**src/rtl/uptx_pkg.sv**
```systemverilog
package uptx_pkg;

    typedef enum logic [2:0] {
        S_IDLE,
        S_ARMED,
        S_START,
        S_DATA,
        S_ADDR,
        S_PARITY,
        S_STOP,
        S_PULSE
    } tx_state_t;

    // Control register layout, bit 7 down to bit 0
    typedef struct packed {
        logic       pulse_inv;  // 7
        logic [1:0] mode;       // 6:5
        logic       addr_val;   // 4
        logic       addr_en;    // 3
        logic       two_stop;   // 2
        logic       par_odd;    // 1
        logic       par_en;     // 0
    } tx_ctrl_t;

    localparam logic [1:0] MODE_STD  = 2'b00;
    localparam logic [1:0] SEL_DATA  = 2'd0;
    localparam logic [1:0] SEL_PULSE = 2'd1;
    localparam logic [1:0] SEL_CTRL  = 2'd2;

endpackage

```
**src/rtl/uptx_hold.sv**
```systemverilog
module uptx_hold #(
    parameter int DATA_W = 8
) (
    input  logic              clk,
    input  logic              rst_n,
    input  logic              wr,
    input  logic [DATA_W-1:0] din,
    input  logic              pulse_busy,
    input  logic              take,
    output logic              full,
    output logic [DATA_W-1:0] dout,
    output logic              pre
);

    always_ff @(posedge clk) begin
        if (!rst_n) begin
            full <= 1'b0;
            dout <= '0;
            pre  <= 1'b0;
        end else begin
            if (take) begin
                full <= 1'b0;
            end
            if (wr && (!full || take)) begin
                full <= 1'b1;
                dout <= din;
                // a word loaded before any pulse was queued goes ahead of it
                pre  <= !pulse_busy;
            end
        end
    end

endmodule

```
**src/rtl/uptx_pulse_q.sv**
```systemverilog
module uptx_pulse_q #(
    parameter int PLEN_W = 7
) (
    input  logic              clk,
    input  logic              rst_n,
    input  logic              cmd_wr,
    input  logic [PLEN_W-1:0] cmd_len,
    input  logic              cmd_lvl,
    input  logic              mode_std,
    input  logic              inv,
    input  logic              active,
    input  logic              start,
    output logic              pend,
    output logic [PLEN_W-1:0] len,
    output logic              level
);

    logic accept;

    assign accept = cmd_wr && mode_std && !pend && !active && (cmd_len != '0);

    always_ff @(posedge clk) begin
        if (!rst_n) begin
            pend  <= 1'b0;
            len   <= '0;
            level <= 1'b1;
        end else begin
            if (start) begin
                pend <= 1'b0;
            end
            if (accept) begin
                pend  <= 1'b1;
                len   <= cmd_len;
                level <= cmd_lvl ^ inv;
            end
        end
    end

endmodule

```
**src/rtl/uptx_engine.sv**
```systemverilog
module uptx_engine
    import uptx_pkg::*;
#(
    parameter int DATA_W = 8,
    parameter int PLEN_W = 7
) (
    input  logic              clk,
    input  logic              rst_n,
    input  logic              tick,
    input  logic              par_en,
    input  logic              par_odd,
    input  logic              two_stop,
    input  logic              addr_en,
    input  logic              addr_val,
    input  logic              hold_full,
    input  logic              hold_pre,
    input  logic [DATA_W-1:0] hold_data,
    input  logic              pend,
    input  logic [PLEN_W-1:0] plen,
    input  logic              plevel,
    output logic              take,
    output logic              pstart,
    output logic              active,
    output logic              eng_idle,
    output logic              txd
);

    localparam int BW = (DATA_W > 1) ? $clog2(DATA_W) : 1;
    localparam logic [BW-1:0] LAST_BIT = BW'(DATA_W - 1);
    localparam logic [PLEN_W-1:0] PULSE_LAST = PLEN_W'(1);

    tx_state_t         st, nxt;
    logic [DATA_W-1:0] shreg;
    logic [BW-1:0]     bcnt;
    logic              scnt;
    logic [PLEN_W-1:0] pcnt;
    logic              par;
    logic              load;
    logic              hold_go;

    assign hold_go = hold_full && (!pend || hold_pre);

    // next state and strobes
    always_comb begin
        nxt    = st;
        take   = 1'b0;
        load   = 1'b0;
        pstart = 1'b0;
        unique case (st)
            S_IDLE: begin
                if (hold_go) begin
                    nxt  = S_ARMED;
                    take = 1'b1;
                    load = 1'b1;
                end else if (pend && tick) begin
                    nxt    = S_PULSE;
                    pstart = 1'b1;
                end
            end
            S_ARMED:  if (tick) nxt = S_START;
            S_START:  if (tick) nxt = S_DATA;
            S_DATA: begin
                if (tick && bcnt == LAST_BIT) begin
                    if (addr_en)     nxt = S_ADDR;
                    else if (par_en) nxt = S_PARITY;
                    else             nxt = S_STOP;
                end
            end
            S_ADDR:   if (tick) nxt = par_en ? S_PARITY : S_STOP;
            S_PARITY: if (tick) nxt = S_STOP;
            S_STOP: begin
                if (tick && scnt == two_stop) begin
                    if (hold_go) begin
                        nxt  = S_START;
                        take = 1'b1;
                        load = 1'b1;
                    end else if (pend) begin
                        nxt    = S_PULSE;
                        pstart = 1'b1;
                    end else begin
                        nxt = S_IDLE;
                    end
                end
            end
            S_PULSE: begin
                if (tick && pcnt == PULSE_LAST) begin
                    if (hold_full) begin
                        nxt  = S_START;
                        take = 1'b1;
                        load = 1'b1;
                    end else begin
                        nxt = S_IDLE;
                    end
                end
            end
            default: nxt = S_IDLE;
        endcase
    end

    // state register
    always_ff @(posedge clk) begin
        if (!rst_n) st <= S_IDLE;
        else        st <= nxt;
    end

    // shifter, counters and parity
    always_ff @(posedge clk) begin
        if (!rst_n) begin
            shreg <= '0;
            bcnt  <= '0;
            scnt  <= 1'b0;
            pcnt  <= '0;
            par   <= 1'b0;
        end else begin
            if (load) begin
                shreg <= hold_data;
                par   <= (^hold_data) ^ (addr_en & addr_val) ^ par_odd;
            end
            if (tick && st == S_START) begin
                bcnt <= '0;
            end
            if (tick && st == S_DATA) begin
                shreg <= shreg >> 1;
                bcnt  <= bcnt + 1'b1;
            end
            if (nxt == S_STOP && st != S_STOP) begin
                scnt <= 1'b0;
            end else if (tick && st == S_STOP) begin
                scnt <= 1'b1;
            end
            if (pstart) begin
                pcnt <= plen;
            end else if (tick && st == S_PULSE) begin
                pcnt <= pcnt - 1'b1;
            end
        end
    end

    // outputs
    always_comb begin
        unique case (st)
            S_START:  txd = 1'b0;
            S_DATA:   txd = shreg[0];
            S_ADDR:   txd = addr_val;
            S_PARITY: txd = par;
            S_PULSE:  txd = plevel;
            default:  txd = 1'b1;
        endcase
        active   = (st == S_PULSE);
        eng_idle = (st == S_IDLE);
    end

endmodule

```
**src/rtl/uart_pulse_tx.sv**
```systemverilog
module uart_pulse_tx
    import uptx_pkg::*;
#(
    parameter int DATA_W = 8,
    parameter int PLEN_W = 7
) (
    input  logic              clk,
    input  logic              rst_n,
    input  logic              tick,
    input  logic              wr_en,
    input  logic [1:0]        wr_sel,
    input  logic [DATA_W-1:0] wr_data,
    output logic              txd,
    output logic              hold_empty,
    output logic              tx_idle
);

    tx_ctrl_t          ctrl_q;
    logic              mode_std;
    logic [PLEN_W-1:0] cmd_len;
    logic              cmd_lvl;
    logic              hold_full, hold_pre, take;
    logic [DATA_W-1:0] hold_data;
    logic              pend, plevel, pstart, active, eng_idle;
    logic [PLEN_W-1:0] plen;

    assign mode_std = (ctrl_q.mode == MODE_STD);
    assign cmd_len  = wr_data[PLEN_W-1:0];
    assign cmd_lvl  = wr_data[PLEN_W];

    always_ff @(posedge clk) begin
        if (!rst_n)                            ctrl_q <= '0;
        else if (wr_en && wr_sel == SEL_CTRL)  ctrl_q <= tx_ctrl_t'(wr_data[7:0]);
    end

    uptx_hold #(.DATA_W(DATA_W)) u_hold (
        .clk        (clk),
        .rst_n      (rst_n),
        .wr         (wr_en && wr_sel == SEL_DATA),
        .din        (wr_data),
        .pulse_busy (pend || active),
        .take       (take),
        .full       (hold_full),
        .dout       (hold_data),
        .pre        (hold_pre)
    );

    uptx_pulse_q #(.PLEN_W(PLEN_W)) u_pq (
        .clk      (clk),
        .rst_n    (rst_n),
        .cmd_wr   (wr_en && wr_sel == SEL_PULSE),
        .cmd_len  (cmd_len),
        .cmd_lvl  (cmd_lvl),
        .mode_std (mode_std),
        .inv      (ctrl_q.pulse_inv),
        .active   (active),
        .start    (pstart),
        .pend     (pend),
        .len      (plen),
        .level    (plevel)
    );

    uptx_engine #(.DATA_W(DATA_W), .PLEN_W(PLEN_W)) u_eng (
        .clk       (clk),
        .rst_n     (rst_n),
        .tick      (tick),
        .par_en    (ctrl_q.par_en),
        .par_odd   (ctrl_q.par_odd),
        .two_stop  (ctrl_q.two_stop),
        .addr_en   (ctrl_q.addr_en),
        .addr_val  (ctrl_q.addr_val),
        .hold_full (hold_full),
        .hold_pre  (hold_pre),
        .hold_data (hold_data),
        .pend      (pend),
        .plen      (plen),
        .plevel    (plevel),
        .take      (take),
        .pstart    (pstart),
        .active    (active),
        .eng_idle  (eng_idle),
        .txd       (txd)
    );

    assign hold_empty = !hold_full;
    assign tx_idle    = eng_idle && !pend && !hold_full;

endmodule

```
**config.mk**
```make
export PLATFORM = sky130hd
export DESIGN_NAME = uart_pulse_tx
export DESIGN_NICKNAME = d
export VERILOG_FILES = /design/src/rtl/uptx_pkg.sv /design/src/rtl/uptx_hold.sv /design/src/rtl/uptx_pulse_q.sv /design/src/rtl/uptx_engine.sv /design/src/rtl/uart_pulse_tx.sv
export SDC_FILE = /design/constraint.sdc
export NUM_CORES = 1
export LEC_CHECK = 0
export BUFFER_PORTS_ARGS = -buffer_cell sky130_fd_sc_hd__buf_2
export CAP_MARGIN = 5
export CORE_MARGIN = 1
export CORE_UTILIZATION = 50
export CTS_BUF_LIST = sky130_fd_sc_hd__clkbuf_16
export CTS_CLUSTER_DIAMETER = 40
export CTS_CLUSTER_SIZE = 25
export DETAILED_ROUTE_END_ITERATION = 10
export GPL_TIMING_DRIVEN = 0
export PLACE_DENSITY = 0.68
export SKIP_CTS_REPAIR_TIMING = 1
export SLEW_MARGIN = 5
export SYNTH_ARGS = -nofsm -noshare
export SYNTH_HDL_FRONTEND = slang
export SYNTH_SLANG_ARGS = --single-unit
```
**constraint.sdc**
```tcl
create_clock -name clk -period 3.9 [get_ports clk]
set_input_delay 0.39 -clock clk [delete_from_list [all_inputs] [get_ports clk]]
set_output_delay 0.39 -clock clk [all_outputs]
set_load 0.02 [all_outputs]
```
==> results.yml, run 1 <==
status:
  status: "finished clean"
worst_setup_path:
  r2r_cells: 6
  r2r_end: "u_eng.shreg[5]"
  crit_path_max_incr_delay_ps: 440
  arrival_ps: 1590
  start_kind: "flop"
  r2r-start: "u_eng.st[0]"
  crit_required_ps: 3510
  crit_fanout: 10
  cp_top_family: "flip-flops"
  crit_buf_inv: 2
  r2r_slack_ps: 2040
  crit_path_cell_trace: "buf_2 -> mux2i_1 -> nand2_1 -> o31ai_1 -> a21oi_1 -> buf_2"
  path_class: "reg -> out"
  endpoint_kind: "output pin"
  slowest_stage: "dfxtp_1"
  cpMostUsedCell: "buf_2"
power:
  p_leak_nw: 1.15
  power.density_nw_per_um2: 418
  ir_drop_v: 0.000298
timing:
  max_slew_margin_pct: 54.6
  finalMaxSlewViolations: 0
  period_minus_slack_ps: 1980
  setup_tns_ps: 0
  worst_slew_pin_slew_ps: 679
  hold_violations: 0
  max_freq_ghz: 0.506
  timing.final.crit_share_pct: 50.7
  fin_skew_ps: 7.98
  rsz0062_at_grt: "no"
  finalSetupViolations: 0
cells_and_area:
  nNetsFinal: 345
  areaGrowthSynthToFinish_pct: 12.6
  finalNonFillerCells: 395
  finish.instance_area_sq_um: 2910
  nFillCells: 475
  drive_gt1_share_pct: 14.0
  diodes: 0
synthesis:
  synth-edff-count: 0
  syn_nets: 323
  netlist_area_sq_um: 2590
  async_flop_share_pct: 0
  synth-main-ff-cell: "dfxtp_1"
  synth_area_per_cell_sq_um: 8.49
  synth-seq-cells: 50
  synthCells: 305
  ys_types: 54
  yosysWarnings: 0
  seq_area_frac_synth_pct: 38.7
worst_hold_path:
  min_path_type: "in -> reg"
  worstHoldStart: "wr_data[7]"
  holdPathEnd: "u_hold.dout[7]"
  holdPathStages: 3
flow_run:
  cap_violations: 0
die:
  die_h_microns: 74.0
  row_count: 25
  start_util_pct: 53.4
  io_pins: 17
  die-area_sq_um: 5470
  die_w_microns: 74.0
  coreArea_sq_um: 4850
place:
  post-place-cells: 387
  gp_congestion: 0.864
  numPortBuffers: 15
  placed_area_sq_um: 2750
  hpwl_mm: 4.51
global_routing:
  grt_start_max_net_pins: 16
  grt_util_all_layers_pct: 25.4
  grt_overflow: 0
  grt_pass1_vias: 2094
  antenna_found_initial: 0
  grt_pass1_wl_mm: 10.3
clocking:
  cts_tree: "built"
  clk_latency_ps: 290
  cts.reportedPaths.clkPinSlew_ps: 70
  cts.sinks: 50
  numCtsBuffers: 5
  ctsLongestPathBuffers: 2
  cts_root_buffer: "clkbuf_16"
  ctsHtreeMaxLevel: 2
detailed_routing:
  drtAntennaViolNets: 0
  wl_per_cell_microns: 15.8
  vias: 2227
  via_per_inst: 5.64
  remaining_drc_errors: 0
  totalWireLength_mm: 6.23
  drtIter0Drc: 155
  dr.pass1.iters: 4
cells in the mapped netlist, drive strengths merged, types with 5 or more instances:
cell | count | area (sq um)
mux2i | 24 | 240
inv | 7 | 26.3
buf | 12 | 72.6
a21oi | 33 | 176
nand4 | 10 | 62.6
o21ai | 23 | 115
clkbuf | 7 | 26.3
nor3 | 5 | 30.0
nand3 | 14 | 70.1
nand2 | 22 | 85.1
dfxtp | 50 | 1000
nor2 | 32 | 120
xnor2 | 8 | 77.6
report_power, final:
part           internal, mW  switching [mW]
clock                 0.300           0.187
combinational        0.0715           0.116
sequential            0.529          0.0140
total                 0.901           0.317
tightest hold or removal path: cells and delay by family:
family	cells	cell delay, ps
buffers and inverters	1	120
AO/OA/AOI/OAI	1	50
AND/OR/NAND/NOR	1	60
through the flow:
| stage | total power [mW] | setup slack, ps | util [%] | hold WS, ps |
|---|---|---|---|---|
| after floorplan | 0.688 | 2210 | - | 436 |
| after global placement | 0.739 | 2100 | 56.7 | 443 |
| after detailed placement | 0.741 | 2080 | 56.7 | 455 |
| after CTS | 1.23 | 1930 | 60.1 | 388 |
| after global routing | 1.27 | 1770 | 60.1 | 399 |
| final | 1.22 | 1920 | 60.1 | 394 |
routing by layer:
| layer | up-vias | share of wire (%) | track usage, % |
|---|---|---|---|
| met3 | 5 | 3.8 | 5.01 |
| met5 | - | 0 | 0 |
| met4 | 0 | 0.82 | 6.62 |
| li1 | 1135 | - | - |
| met2 | 36 | 49 | 42.8 |
| met1 | 1051 | 46 | 33.3 |
sequential cells by signal, summed over array words and instances, names as in the netlist, 3 cells and up:
name,flops
ctrl_q,8
u_eng.bcnt,3
u_eng.pcnt,7
u_eng.shreg,8
u_eng.st,3
u_hold.dout,8
u_pq.len,7
worst max path at each step:
stage	from	endpoint	slack (ps)	cells past startpoint
final	u_eng.st[1]	txd	1920	6
after global routing	u_eng.st[0]	txd	1770	7
after CTS	u_eng.st[1]	txd	1930	6
after detailed placement	u_eng.st[0]	u_eng.shreg[5]	2080	6
after global placement	u_eng.st[0]	u_eng.shreg[6]	2100	6
after floorplan	u_eng.st[1]	tx_idle	2210	3
final cells by class:
class                      count  area (sq um)  area share [%]
clock inverter                 3          41.3            1.42
inverter                       8          30.0            1.03
buffer                        19          98.8            3.39
multi-input combinational    228          1460            50.1
timing repair buffer          15          75.1            2.58
tap                           67          83.8            2.88
clock buffer                   5           125            4.29
sequential                    50          1000            34.3
logic make-up after synthesis:
group / share of synthesized area, %
fa+ha+maj: 1.93
compound gates: 20.2
buf+inv: 4.98
flops: 38.7
xor+xnor: 4.01
simple gates: 21.0
mux: 9.28
cells in the final DEF, fill, tap and decap left out, drive strengths merged, types with 3 or more instances in the layout:
master  netlist  layout
dfxtp        50      50
a21oi        33      33
nor2         32      32
buf          12      27
mux2i        24      24
o21ai        23      23
nand2        22      22
nand3        14      14
clkbuf        7      12
nand4        10      10
inv           7       8
xnor2         8       8
nor3          5       5
o31ai         4       4
and2          4       4
o211ai        4       4
ha            4       4
nand3b        3       3
nand2b        3       3
a21o          3       3
xor2          3       3
or2           3       3
Power figures use the tool's default switching activity.
==> inputs of run 2 (changes only) <==
--- a/config.mk
+++ b/config.mk
@@ -5,6 +5,7 @@
 export SDC_FILE = /design/constraint.sdc
 export NUM_CORES = 1
 export LEC_CHECK = 0
+export ABC_AREA = 1
 export BUFFER_PORTS_ARGS = -buffer_cell sky130_fd_sc_hd__buf_2
 export CAP_MARGIN = 5
 export CORE_MARGIN = 1
@@ -14,7 +15,7 @@
 export CTS_CLUSTER_SIZE = 25
 export DETAILED_ROUTE_END_ITERATION = 10
 export GPL_TIMING_DRIVEN = 0
-export PLACE_DENSITY = 0.68
+export PLACE_DENSITY = 0.7
 export SKIP_CTS_REPAIR_TIMING = 1
 export SLEW_MARGIN = 5
 export SYNTH_ARGS = -nofsm -noshare
==> constraint.sdc (replaced) <==
create_clock -name clk -period 1.8 [get_ports clk]
set_input_delay 0.18 -clock clk [delete_from_list [all_inputs] [get_ports clk]]
set_output_delay 0.18 -clock clk [all_outputs]
set_load 0.02 [all_outputs]
==> run 2 against run 1 <==
Cell count rose by 22%. Via count increased by 11%. Sequential power is 130% higher. Sequential cell count is the same. Global-route usage down 1.2 points. Synthesized cell count increased by 27%. Combinational power grew to 2.5 times the previous value. Design area rose by 3.8%. Clock power rose by 150%. Non-clock buffer count fell by 7.
==> results.yml, run 2 <==
status:
  status: "finished clean"
worst_setup_path:
  arrival_ps: 1510
  r2r-start: "u_eng.pcnt[1]"
  crit_path_max_incr_delay_ps: 460
  crit_fanout: 6
  startpoint: "u_eng.st[1]"
  endpoint: "txd"
  endpoint_kind: "output pin"
  start_kind: "flop"
  slowest_stage: "dfxtp_1"
  path_class: "reg -> out"
  r2r_end: "u_hold.dout[2]"
  r2r_cells: 10
  r2r_slack_ps: 190
  crit_path_cell_trace: "inv_2 -> nor2_1 -> nand2_1 -> nand2_1 -> o211ai_1 -> buf_2"
  cpMostUsedCell: "nand2_1"
  crit_required_ps: 1620
power:
  ir_drop_v: 0.000584
  p_leak_nw: 1.32
  power.density_nw_per_um2: 964
  total_power_mw: 2.91
cells_and_area:
  areaGrowthSynthToFinish_pct: 13.8
  drive_gt1_share_pct: 13.2
  nNetsFinal: 427
  finish.instance_area_sq_um: 3020
  seq_area_sq_um: 1000
  finalNonFillerCells: 480
  diodes: 0
  multi_input_area_sq_um: 1440
  top_regs: "ctrl_q: 8 flops, u_eng.shreg: 8 flops, u_hold.dout: 8 flops"
  layout_common_cells: "94 x nand2_1, 55 x nor2_1, 48 x dfxtp_1"
  fin_util_pct: 59.2
  final_common_cell: "nand2_1"
  nFillCells: 521
detailed_routing:
  totalWireLength_mm: 5.96
  drtAntennaViolNets: 0
  vias: 2472
  drtIter0Drc: 143
  remaining_drc_errors: 0
  wl_per_cell_microns: 12.4
  via_per_inst: 5.15
  dr.pass1.iters: 4
synthesis:
  synth_area_per_cell_sq_um: 6.88
  synth_mux_area_share_pct: 0
  synthAdderAreaFrac_pct: 1.88
  async_flop_share_pct: 0
  synth-seq-cells: 50
  yosysMostFrequentCell: "nand2_1"
  yosys-top-cells-area: "dfxtp_1 38%, nand2_1 13%, nor2_1 7.9%, a21oi_1 4.9%, o21ai_0 4.9%"
  synth_common_cells: "94 x nand2_1, 56 x nor2_1, 50 x dfxtp_1"
  synth_top_family_by_area: "simple AND/OR/NAND/NOR gates"
  synth_top_area_cell: "dfxtp_1"
  ys_types: 34
  synth-edff-count: 0
  synthCells: 386
  synthSimpleGateAreaFrac_pct: 34.2
  synthXorXnorAreaFrac_pct: 4.61
  yosysWarnings: 0
  synth_top_area_share_pct: 37.7
  seq_area_frac_synth_pct: 37.7
  synth-main-ff-cell: "dfxtp_1"
  synth_compound_area_share_pct: 13.3
  netlist_area_sq_um: 2660
  syn_nets: 404
die:
  coreArea_sq_um: 5110
  row_count: 26
  die_w_microns: 74.9
  io_pins: 17
  die_h_microns: 74.9
  start_util_pct: 52.0
  die-area_sq_um: 5610
clocking:
  clk_latency_ps: 290
  cts.sinks: 50
  numCtsBuffers: 5
  cts_root_buffer: "clkbuf_16"
  cts.reportedPaths.clkPinSlew_ps: 70
  cts_tree: "built"
  ctsLongestPathBuffers: 2
  ctsHtreeMaxLevel: 2
timing:
  period_minus_slack_ps: 1690
  max_freq_ghz: 0.590
  fin_skew_ps: 3.62
  rsz0062_at_grt: "no"
  worst_slew_pin_slew_ps: 622
  timing.final.crit_share_pct: 94.1
  finalSetupViolations: 0
  setup_tns_ps: 0
  hold_violations: 0
  max_slew_margin_pct: 58.3
  worst_slack_ps: 106
  holdWs_ps: 157
  finalMaxSlewViolations: 0
place:
  post-place-cells: 472
  placed_area_sq_um: 2830
  dpl_worst_slack_ps: 145
  numPortBuffers: 16
  gp_congestion: 0.873
  hpwl_mm: 4.49
global_routing:
  antenna_found_initial: 0
  grt_util_all_layers_pct: 24.2
  grt_pass1_wl_mm: 10.3
  grt_overflow: 0
  grt_start_max_net_pins: 16
  grt_pass1_vias: 2247
worst_hold_path:
  min_path_type: "in -> reg"
flow_run:
  cap_violations: 0
## run 2: cell types whose count changed in the layout (fill, tap and decap cells not counted), sizes merged, moves of 5 or more
cell and change:
inv +30, nand3 +18, nand4 -5, mux2i -24, nor2 +28, a21oi -7, nand2 +74
## run 2: report_power, final
part	switching [mW]	leakage [nW]	internal, mW	total, mW
clock network	0.408	0.0915	0.792	1.20
logic	0.298	0.824	0.176	0.474
registers	0.0670	0.408	1.17	1.24
total	0.773	1.32	2.14	2.91
## run 2: layer usage
layer | share of wire (%) | wire, microns | up-vias | track usage, %
li1 | - | - | 1290 | -
met4 | 1.3 | 78 | 0 | 6.08
met3 | 4.2 | 248 | 7 | 3.75
met5 | 0 | 0 | - | 0
met2 | 44 | 2650 | 51 | 38.7
met1 | 50 | 2980 | 1124 | 34.2
## run 2: critical path: cells and delay by family, from the launching register on
kind	cells	cell delay (ps)
simple gates	3	370
buf+inv	2	280
compound gates	1	110
flops	1	460
## run 2: final cells by class
| type | instances | share of cell area, % |
|---|---|---|
| buffer | 11 | 2.40 |
| multi-input combinational | 285 | 47.7 |
| inverter | 40 | 4.96 |
| tap | 70 | 2.90 |
| clock buffer | 5 | 4.14 |
| timing repair buffer | 16 | 2.65 |
| clock inverter | 3 | 2.11 |
| sequential | 50 | 33.2 |
## run 2: how the worst min path moves through the flow
stage,from,to,slack (ps),depth (start not counted)
after floorplan,wr_data[0],ctrl_q[0],330,2
after global placement,wr_data[2],u_pq.len[2],450,3
after detailed placement,wr_data[2],u_pq.len[2],450,3
after CTS,wr_data[2],u_pq.len[2],160,3
after global routing,wr_data[7],ctrl_q[7],190,3
final,wr_data[2],u_pq.len[2],160,3
## run 2: cell families after synthesis
group | count (synthesis)
AOI/OAI and AO/OA | 64
DFF | 50
xor gates and xnor gates | 14
and+or+nand+nor | 203
adders and majority gates | 4
buffers and inverters | 51
